**src/rtl/vcop_decoder.sv**
```systemverilog
module vcop_decoder #(
  parameter int          AW        = 32,
  parameter int          GPR_W     = 64,
  parameter logic [31:0] CTRL_BASE = 32'h0000_4000,
  parameter logic [31:0] VREG_BASE = 32'h0000_4400
) (
  input  logic            clk,
  input  logic            rst_n,
  input  logic            instr_valid,
  input  logic [25:0]     instr,
  input  logic [AW-1:0]   pc,
  input  logic [31:0]     gpr_rt_val,
  input  logic            cop2_en,
  input  logic            vu_busy,
  input  logic            bus_ack,
  input  logic [31:0]     bus_rdata,
  output logic            bus_req,
  output logic            bus_we,
  output logic [AW-1:0]   bus_addr,
  output logic [31:0]     bus_wdata,
  output logic            gpr_we,
  output logic [4:0]      gpr_waddr,
  output logic [GPR_W-1:0] gpr_wdata,
  output logic            br_taken,
  output logic [AW-1:0]   br_target,
  output logic            nullify,
  output logic            stall,
  output logic            done,
  output logic [1:0]      exc
);

  typedef enum logic [1:0] {S_IDLE, S_WAIT, S_BUS} st_t;
  st_t st;

  logic [4:0] fmt, rt, id;
  logic [15:0] imm;
  logic accept, is_br, is_cm, is_vm, take;
  logic [AW-1:0] maddr, boff;

  assign fmt = instr[25:21];
  assign rt  = instr[20:16];
  assign id  = instr[15:11];
  assign imm = instr[15:0];

  assign accept = instr_valid && (st == S_IDLE);
  assign is_br  = (fmt == 5'h08) && (rt[4:2] == 3'd0);
  assign is_cm  = ((fmt == 5'h02) || (fmt == 5'h06)) && (instr[10:1] == 10'd0);
  assign is_vm  = (fmt == 5'h01) || (fmt == 5'h05);
  assign take   = rt[0] ? vu_busy : !vu_busy;
  assign maddr  = (is_cm ? CTRL_BASE[AW-1:0] : VREG_BASE[AW-1:0]) + AW'({id, 4'b0000});
  assign boff   = AW'({{(AW-18){imm[15]}}, imm, 2'b00});

  assign bus_req = (st == S_BUS);
  assign stall   = (st == S_WAIT);

  always_ff @(posedge clk or negedge rst_n) begin
    if (!rst_n) begin
      st        <= S_IDLE;
      done      <= 1'b0;
      exc       <= 2'b00;
      br_taken  <= 1'b0;
      nullify   <= 1'b0;
      br_target <= '0;
      gpr_we    <= 1'b0;
      gpr_waddr <= '0;
      gpr_wdata <= '0;
      bus_we    <= 1'b0;
      bus_addr  <= '0;
      bus_wdata <= '0;
    end else begin
      done     <= 1'b0;
      exc      <= 2'b00;
      br_taken <= 1'b0;
      nullify  <= 1'b0;
      gpr_we   <= 1'b0;
      case (st)
        S_IDLE: if (accept) begin
          if (!cop2_en) begin
            exc  <= 2'b01;
            done <= 1'b1;
          end else if (is_br) begin
            done      <= 1'b1;
            br_taken  <= take;
            nullify   <= rt[1] && !take;
            br_target <= pc + AW'(4) + boff;
          end else if (is_cm || is_vm) begin
            bus_addr  <= maddr;
            bus_we    <= fmt[2];
            bus_wdata <= gpr_rt_val;
            gpr_waddr <= rt;
            st        <= (instr[0] && vu_busy) ? S_WAIT : S_BUS;
          end else begin
            exc  <= 2'b10;
            done <= 1'b1;
          end
        end
        S_WAIT: if (!vu_busy) st <= S_BUS;
        S_BUS: if (bus_ack) begin
          st   <= S_IDLE;
          done <= 1'b1;
          if (!bus_we) begin
            gpr_we    <= 1'b1;
            gpr_wdata <= {{(GPR_W-32){bus_rdata[31]}}, bus_rdata};
          end
        end
        default: st <= S_IDLE;
      endcase
    end
  end


  exc_onehot_chk: assert property (@(posedge clk) disable iff (!rst_n)
    $onehot0(exc));


  exc_quiet_chk: assert property (@(posedge clk) disable iff (!rst_n)
    (exc != 2'b00) |-> (!bus_req && !gpr_we && !br_taken && done));


  stall_noreq_chk: assert property (@(posedge clk) disable iff (!rst_n)
    stall |-> !bus_req);


  stall_hold_chk: assert property (@(posedge clk) disable iff (!rst_n)
    (stall && vu_busy) |=> stall);


  req_hold_chk: assert property (@(posedge clk) disable iff (!rst_n)
    (bus_req && !bus_ack) |=> (bus_req && $stable(bus_addr) && $stable(bus_we)));


  req_drop_chk: assert property (@(posedge clk) disable iff (!rst_n)
    (bus_req && bus_ack) |=> (!bus_req && done));


  gpr_done_chk: assert property (@(posedge clk) disable iff (!rst_n)
    gpr_we |-> done);


  nullify_chk: assert property (@(posedge clk) disable iff (!rst_n)
    nullify |-> (done && !br_taken));

endmodule

```
**config.mk**
```make
export PLATFORM = sky130hd
export DESIGN_NAME = vcop_decoder
export DESIGN_NICKNAME = d
export VERILOG_FILES = /design/src/rtl/vcop_decoder.sv
export SDC_FILE = /design/constraint.sdc
export NUM_CORES = 1
export LEC_CHECK = 0
export BUFFER_PORTS_ARGS = -buffer_cell sky130_fd_sc_hd__buf_4
export CAP_MARGIN = 20
export CORE_UTILIZATION = 40
export CTS_CLUSTER_SIZE = 12
export DETAILED_ROUTE_END_ITERATION = 10
export GPL_TIMING_DRIVEN = 0
export PLACE_DENSITY = 0.7
export SYNTH_ARGS = -nofsm -noshare
export SYNTH_HDL_FRONTEND = slang
export SYNTH_SLANG_ARGS = --single-unit
```
**constraint.sdc**
```tcl
create_clock -name clk -period 2.55 [get_ports clk]
set_clock_uncertainty 0.2 [all_clocks]
set_input_delay 0.765 -clock clk [delete_from_list [all_inputs] [get_ports clk]]
set_output_delay 0.765 -clock clk [all_outputs]
set_load 0.02 [all_outputs]
```
### Word-level counts from Yosys, hierarchy flattened

Index checks and enable logic that the tools add are counted.
Widths: inputs -> output; s select.

* add/sub/neg operators: 3
* equality and inequality tests: 13
* multiplexer cells: 32
* bitwise operators: 2
* reductions and logical operators: 17

Operator list (count)
* $add 32x3->32 const B: 1
* $add 32x32->32: 1
* $mux 2: 12
* $mux 1: 17
* $add 15x9->16: 1
* $mux 11: 1
* $eq 5x3->1 const B: 2
* $logic_not 10->1: 1
* $ne 2x2->1 const B: 5
* $pmux 2 s3: 1
* $reduce_and 6->1: 1
* $eq 5x1->1 const B: 1
* $eq 5x2->1 const B: 1
* $eq 5x4->1 const B: 1
* $logic_and 1x1->1: 5
* $reduce_and 5->1: 1
* $reduce_and 4->1: 1
* $logic_not 3->1: 1
* $logic_or 1x1->1: 3
* $reduce_and 3->1: 1
* $eq 2x1->1 const B: 1
* $eq 2x2->1 const B: 1
* $logic_not 1->1: 2
* $logic_not 2->1: 1
* other kinds (3): 4

* bits in registers: 142
* input bits: 128
* output and inout port bits: 174
* logic and storage cells: 79

### Longest topological paths before layout

* depth in word-level cells: 9
* gate-level depth with buffers: 14
* mapped depth without buffers: 14

### Worst setup path after synthesis

No wires, ideal clock.

* kind: input -> register
* start: input instr[1]
* end: register br_target[31]
* library setup time: 0.069 ns
* data arrival time: 3.255 ns
* required time: 2.281 ns
* setup slack: -0.974 ns
* stages on the path: 12
* path buffers: 0
* cell sequence: ha_1 -> ha_1 -> inv_1 -> fa_1 -> nor2b_4 -> o31a_1 -> o31a_1 -> a221o_2 -> a31oi_4 -> o21ai_2 -> or4_1 -> nand3_1

* longest elaborated chain between the ends: 1

Ends and longest elaborated chain
* start: declaration: RTL line 10 `input logic [25:0] instr,`
* $add 32x32->32: RTL line 85 `br_target <= pc + AW'(4) + boff;`
* end signal: assignment: RTL line 85
* end: declaration: RTL line 25 `output logic [AW-1:0] br_target,`

Every way passes these cells.
A chain may end at the register's enable or synchronous reset.

### Final worst setup path

Same ends and word-level chain as after synthesis.

==> results.toml <==
[routing]
ant_nets = 0
drcViolationCount = 0
routed_wl_mm = 19.6
vias = 5610
routedWlPerCell_um = 16.6
viasPerCell = 4.75
drt_pre_antenna_iters = 4
drtIter0Drc = 201

[yosys]
synth-simple-area-share_pct = 8.28
synthArstFlopShare_pct = 100
synth_seq_area_share_pct = 43.9
yosys_warnings = 0
synth-adder-area-share_pct = 11.0
synth_ff_type = "dfrtp_1"
netlist_instances = 605
synth_xor_area_share_pct = 3.55
syn-cell-area_mm2 = 0.00667
synth_top_family_by_area = "multiplexers"
synthMuxAreaShare_pct = 13.5
ys_types = 47
ys_ff_latch = 117
synth_compound_area_share_pct = 11.0
synth_edf_count = 0
avgSynthCellArea_um2 = 11.0

[place]
dp_hpwl_mm = 15.0
placed_cell_area_mm2 = 0.00987
dp.cells = 1122
dp_slack_ns = -1.21
portBuffers = 276
place.gp.congestion = 0.820

[clock_tree]
cts_made_buffers = 17
clock-root-buffer = "clkbuf_16"
htree_levels = 4
cts_tree = "built"
clk_latency_ns = 0.39
clkTransAtPathRegs_ns = 0.06
ctsHoldBuffers = 0
clkSinkCount = 117
clock_path_buffers = 2

[timing]
worst_slew_pin_slew_ns = 0.588
worst_slack_ns = -0.697
period_share_pct = 127
setup_tns_ns = -5.69
maxClockFrequency_mhz = 308
period_needed_ns = 3.25
hold_viol_final = 0
drv_slew = 0
max-slew-margin-rel_pct = 60.8
rsz0062_at_grt = "yes"
setup_viol = 18
fin_hold_ws_ns = 0.0788

[finish]
fin_cells = 1181
fin_util_pct = 68.5
post-route-cell-area_mm2 = 0.0110
area_growth_pct = 65.0
antennaDiodeCount = 0
fill_cells = 1248
fin_nets = 1138
drive_above_1_share_pct = 59.6

[setup_path]
arrival_ns = 3.38
end_kind = "flop"
cp_max_fo = 3
worstSetupStartpointType = "input port"
worstPathRequired_ns = 2.68
critPathKind = "in2reg"

[flow_run]
cap_violations = 0

[global_route]
grt_pass1_wl_mm = 29.0
grt_util_all_layers_pct = 22.5
grt_max_degree = 74
grt_pass1_vias = 5429
antenna_found_initial = 0
grt_overflow = 0

[power]
power.leakage_nw = 5.45
ir_worst_vdd_v = 0.000373
power_density_mw_per_mm2 = 713
power_mw = 7.84

[die]
die_h_um = 131
core-area_mm2 = 0.0161
die_x_um = 131
ios = 302
num_rows = 46
initial_utilization_pct = 41.5
die-area_mm2 = 0.0172

[status]
failed_checks = "setup timing"
status = "finished, violations left"

[hold_path]
worst_hold_path_type = "in2async"
-- synthesized netlist by cell type (all sizes together), types with 2 or more instances --
cell      n  share of area [%]
mux2     80                 14
o21ai    46                3.5
a21o     15                1.7
nand4     5               0.47
or4       2               0.23
clkbuf   17               0.96
nand2b    2               0.19
nand3     9               0.68
a211oi    3               0.34
o21bai    3               0.34
nor4      5               0.47
inv       9               0.51
nand2    51                2.9
nor2b     6               0.68
xor2     15                2.0
and3      3               0.28
a21oi    30                2.3
xnor2    12                1.6
o31a      3               0.39
a31oi     4               0.60
nor4b     2               0.26
or2       4               0.38
nor2     20                1.1
dfrtp   117                 44
o211ai    2               0.23
nor3b     3               0.34
buf      62                7.2
o21a      4               0.45
ha       57                 11
-- worst max-delay path: stages --
cell and delay [ns]:
buf_8 0.10, ha_4 0.23, ha_4 0.15, inv_2 0.05, fa_2 0.22, nor2b_4 0.05, o31a_1 0.25, o31a_1 0.29
a221o_2 0.42, a31oi_4 0.23, o21ai_2 0.11, or4_1 0.40, nand3_1 0.09
-- what timing repair did --
action | in CTS | in global routing
endpoints found under the setup margin | 115 | 78
buffers inserted | 20 | 9
resized for setup | 40 | 36
pin swaps | 27 | 23
-- cells by family after synthesis --
kind of cell / after synthesis
xor+xnor: 27
compound gates: 119
simple gates: 115
other cells: 1
buf+inv: 88
fa+ha+maj: 58
mux: 80
flops: 117
-- state kept, by name, summed over array words and instances (netlist names), 2 cells and up --
signal	cells
br_target	32
bus_addr	7
bus_wdata	32
exc	2
gpr_waddr	5
gpr_wdata	32
st	2
-- where the power goes --
group,total [mW],internal [mW],switching [mW]
Clock,2.27,1.46,0.804
Sequential,2.38,2.17,0.208
Combinational,3.20,1.65,1.54
Total,7.84,5.29,2.55
-- layout by cell type (no fill, tap or decap), types with 8 or more instances in the layout --
cell	Yosys	routed
nand2_1	51	46
xor2_1	15	15
ha_4	0	38
nand3_1	9	8
conb_1	1	25
a21oi_1	30	21
clkbuf_1	17	14
mux2_2	80	37
mux2_4	0	43
o21ai_0	45	22
xnor2_1	12	9
buf_6	4	15
nor2_1	20	19
clkbuf_16	0	17
buf_4	58	343
ha_1	57	19
dfrtp_1	117	116
a21o_1	15	15
o21ai_1	0	17
-- final timing paths --
path / cells after the start / slack, ns / from / to
min: 1 / 0.08 / rst_n / br_target[3]$_DFFE_PN0P_
min reg2reg: 1 / 0.27 / bus_addr[14]$_DFFE_PN0P_ / bus_addr[14]$_DFFE_PN0P_
min in group clk: 1 / 0.27 / bus_addr[14]$_DFFE_PN0P_ / bus_addr[14]$_DFFE_PN0P_
max in group asynchronous: 2 / 1.35 / rst_n / gpr_wdata[31]$_DFFE_PN0P_
max: 13 / -0.70 / instr[1] / br_target[31]$_DFFE_PN0P_
max reg2reg: 7 / 0.14 / st[1]$_DFFE_PN0P_ / br_target[31]$_DFFE_PN0P_
-- layout make-up --
type / count / area, µm² / share of cell area (%)
multi-input combinational: 424 / 4170 / 37.9
sequential: 117 / 2930 / 26.7
timing repair buffer: 305 / 2390 / 21.8
buffer: 78 / 621 / 5.64
clock buffer: 24 / 502 / 4.56
tap: 216 / 270 / 2.46
clock inverter: 8 / 72.6 / 0.660
inverter: 9 / 33.8 / 0.307
-- layer usage --
layer,global-route usage (%),part of all wire [%],vias to the layer above
met5,0,0,-
met4,7.51,1.5,0
met3,5.80,6.7,23
met2,40.2,53,193
met1,26.2,39,2626
li1,-,-,2768
Power figures use the tool's default switching activity.
